## src/rtl/adec_pkg.sv

```systemverilog
package adec_pkg;
  localparam int TGT_N = 6;

  typedef enum int unsigned {
    T_BOOT  = 0,
    T_ITCM  = 1,
    T_DTCM  = 2,
    T_MRAM  = 3,
    T_SHRAM = 4,
    T_IO    = 5
  } tgt_e;

  typedef struct packed {
    logic [31:0] itcm_size;
    logic [31:0] dtcm_base;
    logic [31:0] dtcm_size;
  } tcm_cfg_t;
endpackage

```

## src/rtl/adec_cfg_regs.sv

```systemverilog
module adec_cfg_regs
  import adec_pkg::*;
(
  input  logic        clk,
  input  logic        rst_n,
  input  logic        load,
  input  logic [31:0] itcm_size_in,
  input  logic [31:0] dtcm_base_in,
  input  logic [31:0] dtcm_size_in,
  output tcm_cfg_t    cfg
);
  always_ff @(posedge clk or negedge rst_n) begin
    if (!rst_n) begin
      cfg.itcm_size <= '0;
      cfg.dtcm_base <= '1;
      cfg.dtcm_size <= '0;
    end else if (load) begin
      cfg.itcm_size <= itcm_size_in;
      cfg.dtcm_base <= dtcm_base_in;
      cfg.dtcm_size <= dtcm_size_in;
    end
  end

  // a load shows up in the registers on the next cycle
  AST_CFG_LOADED: assert property (@(posedge clk) disable iff (!rst_n)
    load |=> cfg.dtcm_base == $past(dtcm_base_in) && cfg.itcm_size == $past(itcm_size_in));
endmodule

```

## src/rtl/adec_window.sv

```systemverilog
module adec_window #(
  parameter int AW     = 32,
  parameter int MASK_W = 14
) (
  input  logic [AW-1:0]     addr,
  input  logic [AW-1:0]     base,
  input  logic [AW-1:0]     size,
  output logic              hit,
  output logic [MASK_W-1:0] ofs
);
  logic [AW:0]   a_ext;
  logic [AW:0]   lo_ext;
  logic [AW:0]   hi_ext;
  logic [AW-1:0] diff;

  always_comb begin
    a_ext  = {1'b0, addr};
    lo_ext = {1'b0, base};
    hi_ext = {1'b0, base} + {1'b0, size};
    hit    = (a_ext >= lo_ext) && (a_ext < hi_ext);
    diff   = addr - base;
    ofs    = diff[MASK_W-1:0];
  end
endmodule

```

## src/rtl/adec_region.sv

```systemverilog
module adec_region #(
  parameter int         AW          = 32,
  parameter int         OFS_W       = 24,
  parameter int         BOOT_TAG_W  = 20,
  parameter logic [BOOT_TAG_W-1:0] BOOT_TAG = 20'hFFFF0,
  parameter logic [7:0] MRAM_CODE   = 8'h02,
  parameter logic [7:0] SHRAM_CODE  = 8'h03,
  parameter logic [7:0] IO_CODE     = 8'h04,
  parameter int         MRAM_MASK_W = 22,
  parameter int         SHRAM_MASK_W = 15,
  parameter int         IO_MASK_W   = 24
) (
  input  logic [AW-1:0]    addr,
  output logic             boot_hit,
  output logic [OFS_W-1:0] boot_ofs,
  output logic [2:0]       reg_sel,
  output logic [OFS_W-1:0] reg_ofs
);
  localparam int BOOT_OFS_W = AW - BOOT_TAG_W;

  logic [7:0] top;

  always_comb begin
    top      = addr[AW-1 -: 8];
    boot_hit = (addr[AW-1 -: BOOT_TAG_W] == BOOT_TAG);
    boot_ofs = OFS_W'(addr[BOOT_OFS_W-1:0]);
    reg_sel  = 3'b000;
    reg_ofs  = '0;
    unique case (top)
      MRAM_CODE: begin
        reg_sel = 3'b001;
        reg_ofs = OFS_W'(addr[MRAM_MASK_W-1:0]);
      end
      SHRAM_CODE: begin
        reg_sel = 3'b010;
        reg_ofs = OFS_W'(addr[SHRAM_MASK_W-1:0]);
      end
      IO_CODE: begin
        reg_sel = 3'b100;
        reg_ofs = OFS_W'(addr[IO_MASK_W-1:0]);
      end
      default: begin
        reg_sel = 3'b000;
        reg_ofs = '0;
      end
    endcase
  end
endmodule

```

## src/rtl/adec_tcm_map.sv

```systemverilog
module adec_tcm_map
  import adec_pkg::*;
#(
  parameter int AW           = 32,
  parameter int ITCM_MASK_W  = 15,
  parameter int DTCM_MASK_W  = 14,
  parameter int MRAM_MASK_W  = 22,
  parameter int SHRAM_MASK_W = 15,
  parameter int IO_MASK_W    = 24
) (
  input  logic              clk,
  input  logic              rst_n,
  input  logic              cfg_load,
  input  logic [31:0]       cfg_itcm_size,
  input  logic [31:0]       cfg_dtcm_base,
  input  logic [31:0]       cfg_dtcm_size,
  input  logic              req_valid,
  output logic              req_ready,
  input  logic [31:0]       req_addr,
  input  logic              req_write,
  output logic              rsp_valid,
  input  logic              rsp_ready,
  output logic [5:0]        rsp_sel,
  output logic [23:0]       rsp_ofs,
  output logic              rsp_miss
);
  localparam int OFS_W  = 24;
  localparam int WIN_N  = 2;

  tcm_cfg_t cfg;

  adec_cfg_regs u_cfg (
    .clk          (clk),
    .rst_n        (rst_n),
    .load         (cfg_load),
    .itcm_size_in (cfg_itcm_size),
    .dtcm_base_in (cfg_dtcm_base),
    .dtcm_size_in (cfg_dtcm_size),
    .cfg          (cfg)
  );

  logic [AW-1:0]    win_base [WIN_N];
  logic [AW-1:0]    win_size [WIN_N];
  logic [WIN_N-1:0] win_hit;
  logic [OFS_W-1:0] win_ofs  [WIN_N];

  assign win_base[0] = '0;
  assign win_size[0] = cfg.itcm_size;
  assign win_base[1] = cfg.dtcm_base;
  assign win_size[1] = cfg.dtcm_size;

  genvar g;
  generate
    for (g = 0; g < WIN_N; g++) begin : g_win
      localparam int MW = (g == 0) ? ITCM_MASK_W : DTCM_MASK_W;
      logic [MW-1:0] w_ofs;
      adec_window #(.AW(AW), .MASK_W(MW)) u_win (
        .addr (req_addr),
        .base (win_base[g]),
        .size (win_size[g]),
        .hit  (win_hit[g]),
        .ofs  (w_ofs)
      );
      assign win_ofs[g] = OFS_W'(w_ofs);
    end
  endgenerate

  logic             boot_hit;
  logic [OFS_W-1:0] boot_ofs;
  logic [2:0]       reg_sel;
  logic [OFS_W-1:0] reg_ofs;

  adec_region #(
    .AW(AW), .OFS_W(OFS_W),
    .MRAM_MASK_W(MRAM_MASK_W), .SHRAM_MASK_W(SHRAM_MASK_W), .IO_MASK_W(IO_MASK_W)
  ) u_region (
    .addr     (req_addr),
    .boot_hit (boot_hit),
    .boot_ofs (boot_ofs),
    .reg_sel  (reg_sel),
    .reg_ofs  (reg_ofs)
  );

  logic [TGT_N-1:0] dec_sel;
  logic [OFS_W-1:0] dec_ofs;
  logic             dec_miss;

  always_comb begin
    dec_sel  = '0;
    dec_ofs  = '0;
    dec_miss = 1'b0;
    if (boot_hit && !req_write) begin
      dec_sel[T_BOOT] = 1'b1;
      dec_ofs         = boot_ofs;
    end else if (win_hit[0]) begin
      dec_sel[T_ITCM] = 1'b1;
      dec_ofs         = win_ofs[0];
    end else if (win_hit[1]) begin
      dec_sel[T_DTCM] = 1'b1;
      dec_ofs         = win_ofs[1];
    end else if (reg_sel != 3'b000) begin
      dec_sel[T_IO:T_MRAM] = reg_sel;
      dec_ofs              = reg_ofs;
    end else begin
      dec_miss = 1'b1;
    end
  end

  logic accept;
  assign req_ready = !rsp_valid || rsp_ready;
  assign accept    = req_valid && req_ready;

  always_ff @(posedge clk or negedge rst_n) begin
    if (!rst_n) begin
      rsp_valid <= 1'b0;
      rsp_sel   <= '0;
      rsp_ofs   <= '0;
      rsp_miss  <= 1'b0;
    end else if (accept) begin
      rsp_valid <= 1'b1;
      rsp_sel   <= dec_sel;
      rsp_ofs   <= dec_ofs;
      rsp_miss  <= dec_miss;
    end else if (rsp_ready) begin
      rsp_valid <= 1'b0;
    end
  end

  AST_ONE_TARGET: assert property (@(posedge clk) disable iff (!rst_n)
    rsp_valid |-> $countones(rsp_sel) == (rsp_miss ? 0 : 1));
  AST_MISS_ZERO_OFS: assert property (@(posedge clk) disable iff (!rst_n)
    (rsp_valid && rsp_miss) |-> rsp_ofs == '0);
  AST_HOLD_STALLED: assert property (@(posedge clk) disable iff (!rst_n)
    (rsp_valid && !rsp_ready) |=> rsp_valid && $stable(rsp_sel) && $stable(rsp_ofs) && $stable(rsp_miss));
  AST_WRITE_NOT_BOOT: assert property (@(posedge clk) disable iff (!rst_n)
    (accept && req_write) |=> !rsp_sel[T_BOOT]);
  AST_BOOT_FIRST: assert property (@(posedge clk) disable iff (!rst_n)
    (accept && !req_write && boot_hit) |=> rsp_sel[T_BOOT] && !rsp_miss);
  AST_ITCM_OVER_DTCM: assert property (@(posedge clk) disable iff (!rst_n)
    (accept && win_hit[0] && win_hit[1] && !boot_hit) |=> rsp_sel[T_ITCM]);
endmodule

```

## config.mk

```make
export PLATFORM = sky130hd
export DESIGN_NAME = adec_tcm_map
export DESIGN_NICKNAME = d
export VERILOG_FILES = /design/src/rtl/adec_pkg.sv /design/src/rtl/adec_cfg_regs.sv /design/src/rtl/adec_window.sv /design/src/rtl/adec_region.sv /design/src/rtl/adec_tcm_map.sv
export SDC_FILE = /design/constraint.sdc
export NUM_CORES = 1
export LEC_CHECK = 0
export BUFFER_PORTS_ARGS = -buffer_cell sky130_fd_sc_hd__buf_2
export CORE_ASPECT_RATIO = 0.6
export CORE_MARGIN = 10
export CORE_UTILIZATION = 50
export DETAILED_ROUTE_END_ITERATION = 10
export PLACE_DENSITY = 0.75
export SYNTH_ARGS = -nofsm -noshare
export SYNTH_HDL_FRONTEND = slang
export SYNTH_SLANG_ARGS = --single-unit
```

## constraint.sdc

```tcl
create_clock -name clk -period 4.3 [get_ports clk]
set_input_delay 0 -clock clk [delete_from_list [all_inputs] [get_ports clk]]
set_output_delay 0 -clock clk [all_outputs]
set_load 0.03 [all_outputs]
```

==> results of run 1 <==
[registers in the layout (all words and copies together) (netlist names)]
name / flops
u_cfg.cfg: 96
rsp_ofs: 24
rsp_sel: 6
rsp_miss: 1
rsp_valid: 1
[power by group through the flow]
stage	clock network, W	registers, W	logic (W)
after floorplan	0	0.00153	0.00107
after CTS	0.00155	0.00145	0.00198
final	0.00155	0.00145	0.00211
after global placement	0	0.00146	0.00174
after detailed placement	0	0.00146	0.00177
after global routing	0.00160	0.00147	0.00230
[worst max path at each step]
| stage | from | end | slack, ns | cells past startpoint |
|---|---|---|---|---|
| 2_1_floorplan | u_cfg.cfg[0] | rsp_ofs[0] | 0.006 | 20 |
| 3_3_place_gp | u_cfg.cfg[33] | rsp_ofs[23] | -0.46 | 19 |
| 5_1_grt | u_cfg.cfg[0] | rsp_ofs[0] | -0.47 | 21 |
| 4_1_cts | u_cfg.cfg[0] | rsp_ofs[0] | -0.20 | 19 |
| 3_5_place_dp | u_cfg.cfg[33] | rsp_ofs[23] | -0.61 | 19 |
| 6_report | u_cfg.cfg[0] | rsp_ofs[8] | -0.26 | 20 |
[layout make-up]
cell class                 instances  area, µm²
clock buffer                      17        425
inverter                          92        345
timing repair buffer             362       2660
fill                            1331       5110
antenna                            1       2.50
sequential                       128       3240
tap                              240        300
multi-input combinational        785       6030
clock inverter                    15        185
[cells by family (layout without fill, tap and decap cells)]
kind of cell,after synthesis,count (layout),share of synthesized area [%]
buffers and inverters,123,486,5.09
AO/OA/AOI/OAI,316,317,22.8
XOR/XNOR,37,37,3.43
flip-flops,128,128,34.4
adder cells (fa/ha/maj),128,128,17.1
multiplexers,35,35,4.16
other,0,1,0
AND/OR/NAND/NOR,267,268,13.0
[repair_timing]
action / in CTS / in global routing
setup buffers: 9 / 5
resized for setup: 34 / 28
pin swaps: 40 / 34
hold buffers: 123 / 0
hold endpoints to repair: 167 / 0
setup endpoints to repair: 29 / 29
cloned: 3 / 0
[worst min-delay path, stage by stage]
cell and delay, ns:
buf_2 0.16, o22a_1 0.13, and3_1 0.13
[through the flow]
step                util (%)  setup slack (ns)  instances
global placement        59.6            -0.458       1469
floorplan                  -           0.00579       1034
detailed placement      59.6            -0.613       1469
finish                  72.1            -0.258       1640
CTS                     71.0            -0.200       1634
global route            72.1            -0.473       1640
[cell usage after synthesis, drive strengths merged, types with 5 or more instances]
cell	count
nor2b	6
nand2b	7
nand4	18
nand2	140
ha	126
o2111ai	9
nor3	14
xnor2	21
a21oi	70
o21bai	9
o41ai	15
dfrtp	96
buf	7
a31oi	6
a211oi	13
nor4	5
nand3	20
dfstp	32
nor2	40
mux2	34
a21o	24
inv	92
xor2	16
clkbuf	24
o211ai	16
o21ai	111
[metal layers]
metal / up-vias / share of wire [%] / GRT usage, %
met2: 464 / 42 / 39.5
met5: - / 0.038 / 0
met3: 35 / 11 / 9.53
li1: 4446 / - / -
met4: 2 / 1.1 / 4.86
met1: 4445 / 46 / 37.7
==> impl_metrics.ini, run 1 <==
[min_path]
hold_depth = 3
hp-start = req_addr[2]
holdCritPathClass = input pin to flop
hold_end = rsp_ofs[2]

[routing]
first_iter_violations = 836
drt-total-wl_um = 34000
vias_per_cell = 5.73
first_pass_iters = 7
ant_nets = 0
wire_per_inst_um = 20.8
vias = 9392
drc = 0

[sta]
drv_slew = 0
fin_setup_tns_ns = -4.99
slew_headroom_pct = 28.0
fin_ws_ns = -0.258
whs_ns = 0.0292
hold_viol_final = 0
worst_pin_slew_ns = 1.08
timing.fmax_ghz = 0.219
fin_crit_ns = 4.56
rsz0062_at_grt = true
fin_crit_sh_pct = 106
fin_worst_skew_ns = 0.0160
setup_viol = 29

[floorplan]
die_w_um = 197
die_h_um = 126
core_mm2 = 0.0183
fp.dieArea_mm2 = 0.0250
rows = 38
ios = 167
initial_core_util_pct = 51.6

[placed_design]
dp_hpwl_um = 24200
port_buffers = 166
placed_cell_area_mm2 = 0.0109
place.gp.congestion = 0.957

[critical_path]
crit_path_max_fanout = 5
required_ns = 4.61
path_buf_inv = 4
r2r-start = u_cfg.cfg[0]
cp-start-kind = flop
path_cells = ha_4 -> fa_2 -> a211oi_4 -> o211ai_1 -> a21oi_2 -> a31oi_4 -> buf_4 -> xnor2_1 -> ha_1 -> nand4_1 -> a2111o_1 -> a311oi_2 -> o41ai_4 -> a21oi_4 -> buf_6 -> a21oi_4 -> buf_6 -> buf_6 -> a32oi_1 -> o21ai_1
critPathMaxStageDelay_ns = 0.42
end_kind = flop
crit_arrival_ns = 4.87
r2r_cells = 20
worstSetupPathType = flop to flop
worstReg2RegEnd = rsp_ofs[8]
reg2reg_slack_ns = -0.26
cp_slowest_cell = fa_2
cpMostUsedCell = buf_6
cp_top_family = compound AO/OA/AOI/OAI gates

[global_route]
grt_first_pass_wirelength_um = 53200
grt_pass1_vias = 9592
grt-ovfl-total = 0
grt_usage_pct = 27.0
antenna_found_initial = 2
grt_max_degree = 85

[clock_network]
insertion_delay_ns = 0.44
clkTransAtPathRegs_ns = 0.07
cts_sinks = 128
cts_buffers = 17
cts_tree = yes
htreeDepth = 4
root_buffer = clkbuf_16
cts_buffer_depth = 2

[pwr]
power_density_mw_per_mm2 = 388
p_leak_nw = 6.33
switchingPower_w = 0.00191
p_int_w = 0.00321
pwr-share-clk_pct = 30.3
finalPower_w = 0.00511
sw_frac_of_total_pct = 37.3
ir_drop_mv = 0.339
p_comb_share_pct = 41.3
pwr-share-seq_pct = 28.4

[status]
status = finished with violations
violations = negative setup slack

[final_layout]
final_common_cell = buf_2
layout_common_cells = 164 x buf_2, 140 x nand2_1, 123 x ha_1, 123 x dlygate4sd3_1, 98 x o21ai_0
areaGrowthSynthToFinish_pct = 39.8
fin_nets = 1648
final_area_mm2 = 0.0132
drive_above_1_share_pct = 29.1

[synthesis]
synth.distinct_cells = 72
ys_top_cells_by_area = dfrtp_1 25%, ha_1 17%, dfstp_2 8.9%
ys_seq_elements = 128
synth_top_cell_by_area = dfrtp_1
ys.flop_type = dfrtp_1
synth_edf_count = 0
synthCells = 1034
synthesis.area_mm2 = 0.00944
syn_nets = 1296
yosysWarningCount = 0
syn_area_per_cell_um2 = 9.13
synth_top_area_share_pct = 25.4
async_flop_share_pct = 100
synth_seq_area_share_pct = 34.4

[flow_run]
cap_viol_max_count = 0
No activity file was read; power rests on OpenSTA's default activity.
==> run 2, diff against run 1 <==
--- a/config.mk
+++ b/config.mk
@@ -6,11 +6,13 @@
 export NUM_CORES = 1
 export LEC_CHECK = 0
 export BUFFER_PORTS_ARGS = -buffer_cell sky130_fd_sc_hd__buf_2
+export CELL_PAD_IN_SITES_DETAIL_PLACEMENT = 0
+export CELL_PAD_IN_SITES_GLOBAL_PLACEMENT = 1
 export CORE_ASPECT_RATIO = 0.6
 export CORE_MARGIN = 10
-export CORE_UTILIZATION = 50
+export CORE_UTILIZATION = 39
 export DETAILED_ROUTE_END_ITERATION = 10
-export PLACE_DENSITY = 0.75
+export PLACE_DENSITY_LB_ADDON = 0.1
 export SYNTH_ARGS = -nofsm -noshare
 export SYNTH_HDL_FRONTEND = slang
 export SYNTH_SLANG_ARGS = --single-unit
==> impl_metrics.ini, run 2 (same netlist as run 1, synthesis figures left out) <==
[final_layout]
seq_area_mm2 = 0.00324
areaGrowthSynthToFinish_pct = 40.6
multi_input_area_mm2 = 0.00596
regMostFlops = u_cfg.cfg
layout.cells.non_filler = 1720
drive_above_1_share_pct = 28.5
nFillCells = 2124
largest_reg_flops = 96
layout_common_cells = 164 x buf_2, 139 x nand2_1, 124 x dlygate4sd3_1
largestRegisters = u_cfg.cfg (96), rsp_ofs (24), rsp_sel (6)
fin_util_pct = 56.6
fin_nets = 1655
antennaDiodeCount = 0
final_common_cell = buf_2

[floorplan]
core_mm2 = 0.0235
rows = 43
fp.dieArea_mm2 = 0.0310
die_w_um = 221
die_h_um = 141
initial_core_util_pct = 40.2
ios = 167

[global_route]
grt_pass1_vias = 8781
grt-ovfl-total = 0
grt_usage_pct = 21.0
grt_max_degree = 87
antenna_found_initial = 0
grt_first_pass_wirelength_um = 51300

[clock_network]
cts_tree = yes
root_buffer = clkbuf_16
cts_buffer_depth = 2
clkTransAtPathRegs_ns = 0.06
htreeDepth = 4
cts_buffers = 17
insertion_delay_ns = 0.45
cts_sinks = 128

[sta]
worst_pin_slew_ns = 1.10
fin_crit_sh_pct = 105
hold_viol_final = 0
setup_viol = 29
fin_crit_ns = 4.50
fin_ws_ns = -0.202
timing.fmax_ghz = 0.222
rsz0062_at_grt = true
fin_worst_skew_ns = 0.0104
slew_headroom_pct = 26.4
drv_slew = 0

[status]
status = finished with violations
violations = negative setup slack

[critical_path]
critPathMaxStageDelay_ns = 0.55
path_cells = ha_4 -> a211oi_2 -> buf_4 -> o211ai_1 -> a32o_2 -> a21oi_4 -> o21ai_2 -> o41ai_2 -> buf_4 -> buf_6 -> o21bai_1 -> a21oi_1 -> xor2_1 -> ha_1 -> nand4_1 -> nor2_2 -> o41ai_4 -> a21oi_2 -> a21o_4 -> buf_6 -> nand3_4 -> o41ai_2
cp_slowest_cell = dfstp_2
cp-start-kind = flop
worstSetupPathType = flop to flop
crit_path_max_fanout = 6
required_ns = 4.64
crit_arrival_ns = 4.84
end_kind = flop

[routing]
vias = 8825
drc = 0
ant_nets = 0
first_iter_violations = 735
drt-total-wl_um = 32800
vias_per_cell = 5.13
first_pass_iters = 5
wire_per_inst_um = 19.1

[placed_design]
dp_hpwl_um = 24900
dp_slack_ns = -0.561
port_buffers = 166
placed_cells = 1550
place.gp.congestion = 0.886

[pwr]
power_density_mw_per_mm2 = 378
p_leak_nw = 6.34
p_int_w = 0.00323
ir_drop_mv = 0.268
pwr-share-clk_pct = 30.5
switchingPower_w = 0.00179
p_comb_share_pct = 40.6
sw_frac_of_total_pct = 35.6
pwr-share-seq_pct = 29.0

[min_path]
holdCritPathClass = input pin to flop

[flow_run]
cap_viol_max_count = 0
-- run 2: cell count changes in the layout (fill, tap and decap cells not counted), moves of 4 or more --
cell / change
buf_6: +7
clkinv_4: -5
clkbuf_1: +4
clkbuf_8: +4
-- run 2: final timing paths --
kind / from / endpoint / slack (ns) / depth (start not counted)
hold reg to reg: rsp_ofs[18] / rsp_ofs[18] / 0.49 / 2
setup reg to reg: u_cfg.cfg[33] / rsp_ofs[20] / -0.20 / 22
hold / removal: req_addr[2] / rsp_ofs[2] / 0.04 / 4
setup / recovery: u_cfg.cfg[33] / rsp_ofs[20] / -0.20 / 22
min in group asynchronous: rst_n / u_cfg.cfg[28] / 0.11 / 2
max in group asynchronous: rst_n / u_cfg.cfg[40] / 3.23 / 3
-- run 2: power by group through the flow --
stage	clock (W)	combinational (W)	sequential, W
after floorplan	0	0.00107	0.00153
after global placement	0	0.00177	0.00147
after detailed placement	0	0.00178	0.00147
after CTS	0.00156	0.00196	0.00145
after global routing	0.00161	0.00224	0.00147
final	0.00153	0.00204	0.00145
-- run 2: final cells by class --
cell class	instances	area share, %
multi-input combinational	784	44.9
sequential	128	24.4
timing repair buffer	370	20.6
clock buffer	25	3.73
tap	315	2.97
inverter	92	2.60
clock inverter	6	0.792
-- run 2: through the flow --
| step | total power (W) | area [µm²] | setup TNS (ns) | hold WS (ns) |
|---|---|---|---|---|
| after detailed placement | 0.00324 | 11100 | -11.45 | 0.0313 |
| after CTS | 0.00497 | 13100 | -6.34 | 0.0110 |
| final | 0.00502 | 13300 | -3.43 | 0.0425 |
| after global routing | 0.00532 | 13300 | -10.57 | 0.0498 |
| after floorplan | 0.00260 | 9450 | 0 | -0.296 |
| after global placement | 0.00324 | 11100 | -8.59 | 0.0273 |
-- run 2: critical path, delay by kind of cell (launching register included) --
kind | cells | cell delay (ns)
DFF | 1 | 0.55
buffers and inverters | 4 | 0.55
adders and majority gates | 2 | 0.50
AOI/OAI and AO/OA | 12 | 2.20
and+or+nand+nor | 3 | 0.50
xor gates and xnor gates | 1 | 0.09
-- run 2: timing repair --
| action | 4_1_cts | 5_1_grt |
|---|---|---|
| pin swaps | 36 | 36 |
| buffers inserted | 9 | 5 |
| endpoints found under the hold margin | 179 | 0 |
| setup endpoints to repair | 29 | 29 |
| resized for setup | 34 | 28 |
| cloned | 2 | 1 |
| hold buffers | 124 | 0 |
-- run 2: layer usage --
metal	track usage, %	vias up	routed length [µm]
li1	-	4470	-
met2	28.0	215	12800
met3	6.28	23	2250
met5	0	-	0
met1	31.5	4117	17400
met4	4.92	0	322
==> run 3, diff against run 2 <==
==> constraint.sdc (replaced) <==
create_clock -name clk -period 4.3 [get_ports clk]
set_input_delay 0.43 -clock clk [delete_from_list [all_inputs] [get_ports clk]]
set_output_delay 0.43 -clock clk [all_outputs]
set_load 0.03 [all_outputs]
==> impl_metrics.ini, run 3 (same netlist as run 1, synthesis figures left out) <==
[final_layout]
fin_nets = 1524
largestRegisters = u_cfg.cfg (96), rsp_ofs (24), rsp_sel (6)
areaGrowthSynthToFinish_pct = 27.4
regMostFlops = u_cfg.cfg
drive_above_1_share_pct = 31.5
largest_reg_flops = 96
final_common_cell = buf_2
antennaDiodeCount = 0
layout_common_cells = 164 x buf_2, 139 x nand2_1, 124 x ha_1

[clock_network]
cts_tree = yes
hold_buffers = 0
cts_buffers = 17
cts_sinks = 128
cts_buffer_depth = 2
root_buffer = clkbuf_16
htreeDepth = 4
clkTransAtPathRegs_ns = 0.07
insertion_delay_ns = 0.45

[flow_run]
cap_viol_max_count = 0

[critical_path]
path_buf_inv = 5
required_ns = 4.66
crit_path_max_fanout = 4
crit_arrival_ns = 4.95
cp_slowest_cell = dfstp_2
cpMostUsedCell = buf_4
path_cells = ha_4 -> a211oi_2 -> buf_4 -> o211ai_1 -> buf_4 -> a32o_2 -> a21oi_4 -> o21ai_2 -> o41ai_2 -> buf_4 -> buf_4 -> o21ai_2 -> mux2i_1 -> a2111oi_2 -> ha_1 -> a21oi_2 -> o2111a_2 -> a21oi_4 -> a21o_4 -> buf_6 -> o211a_1 -> o31ai_2
critPathMaxStageDelay_ns = 0.56
end_kind = flop
cp-start-kind = flop
cp_top_family = compound AO/OA/AOI/OAI gates
worstSetupPathType = flop to flop

[routing]
vias_per_cell = 5.32
ant_nets = 0
first_iter_violations = 662
first_pass_iters = 5
vias = 8466
drc = 0
wire_per_inst_um = 20.0
drt-total-wl_um = 31700

[floorplan]
ios = 167
fp.dieArea_mm2 = 0.0310
die_w_um = 221
die_h_um = 141
rows = 43
core_mm2 = 0.0235
initial_core_util_pct = 40.2

[global_route]
grt_first_pass_wirelength_um = 49700
grt_usage_pct = 20.3
antenna_found_initial = 0
grt-ovfl-total = 0
grt_max_degree = 88
grt_pass1_vias = 8434

[placed_design]
place.gp.congestion = 0.879
dp_hpwl_um = 24900
port_buffers = 166
dp_slack_ns = -0.521

[sta]
fin_ws_ns = -0.296
rsz0062_at_grt = true
fin_setup_tns_ns = -5.18
fin_crit_ns = 4.60
setup_viol = 29
fin_crit_sh_pct = 107
hold_viol_final = 0
fin_worst_skew_ns = 0.0132
slew_headroom_pct = 35.6
worst_pin_slew_ns = 0.964
drv_slew = 0
timing.fmax_ghz = 0.218

[min_path]
holdCritPathClass = input pin to async pin

[pwr]
p_leak_nw = 5.77
ir_drop_mv = 0.265
power_density_mw_per_mm2 = 416

[status]
violations = negative setup slack
status = finished with violations
==> run 3: changes by cell type in the layout (fill, tap and decap cells not counted), sizes merged <==
cell and change:
inv +1, buf -7, clkbuf -6, clkinvlp +5
dlygate4sd3 -124, bufinv +1
==> run 3: metrics by stage <==
step,utilization (%),hold slack [ns],instances,total power [W],cell area [µm²]
3_5_place_dp,47.0,0.470,1547,0.00324,11000
6_report,51.3,0.0270,1590,0.00500,12000
5_1_grt,51.3,0.0573,1590,0.00531,12000
2_1_floorplan,-,0.134,1034,0.00260,9450
3_3_place_gp,47.0,0.464,1547,0.00323,11000
4_1_cts,50.6,0.0216,1587,0.00494,11900
==> run 3: repair_timing <==
action | 4_1_cts | 5_1_grt
setup endpoints to repair | 29 | 29
buffers inserted | 6 | 6
gates cloned | 3 | 0
gates resized for setup | 34 | 23
pin swaps | 26 | 32
hold endpoints to repair | 0 | 0
==> run 3: final timing paths <==
path | start | endpoint | slack [ns] | depth (start not counted)
worst max-delay path | u_cfg.cfg[33] | rsp_ofs[0] | -0.30 | 22
worst min-delay path | rst_n | rsp_sel[5] | 0.03 | 1
worst max register to register | u_cfg.cfg[33] | rsp_ofs[0] | -0.30 | 22
worst min register to register | rsp_ofs[17] | rsp_ofs[17] | 0.49 | 2
max in group asynchronous | rst_n | u_cfg.cfg[55] | 3.34 | 2
min in group clk | cfg_itcm_size[9] | u_cfg.cfg[73] | 0.19 | 3
==> run 3: area by class of cell <==
type	count	area (µm²)
Inverter	92	345
Fill cell	2270	11400
Sequential cell	128	3240
Clock inverter	13	185
Multi-Input combinational cell	784	5980
Tap cell	315	394
Timing Repair Buffer	239	1420
Clock buffer	19	453
==> run 3: routing by layer <==
layer  wire length (µm)  share of wire [%]  track usage, %
met2              12300                 39            27.0
met3               2200                6.9            6.67
met1              16900                 53            30.6
met5                  0                  0               0
met4                242               0.76            3.52
==> run 3: report_power, final <==
group / internal (W) / switching [W]
logic: 0.000828 / 0.00111
clock network: 0.00100 / 0.000611
registers: 0.00136 / 0.0000916
total: 0.00319 / 0.00181
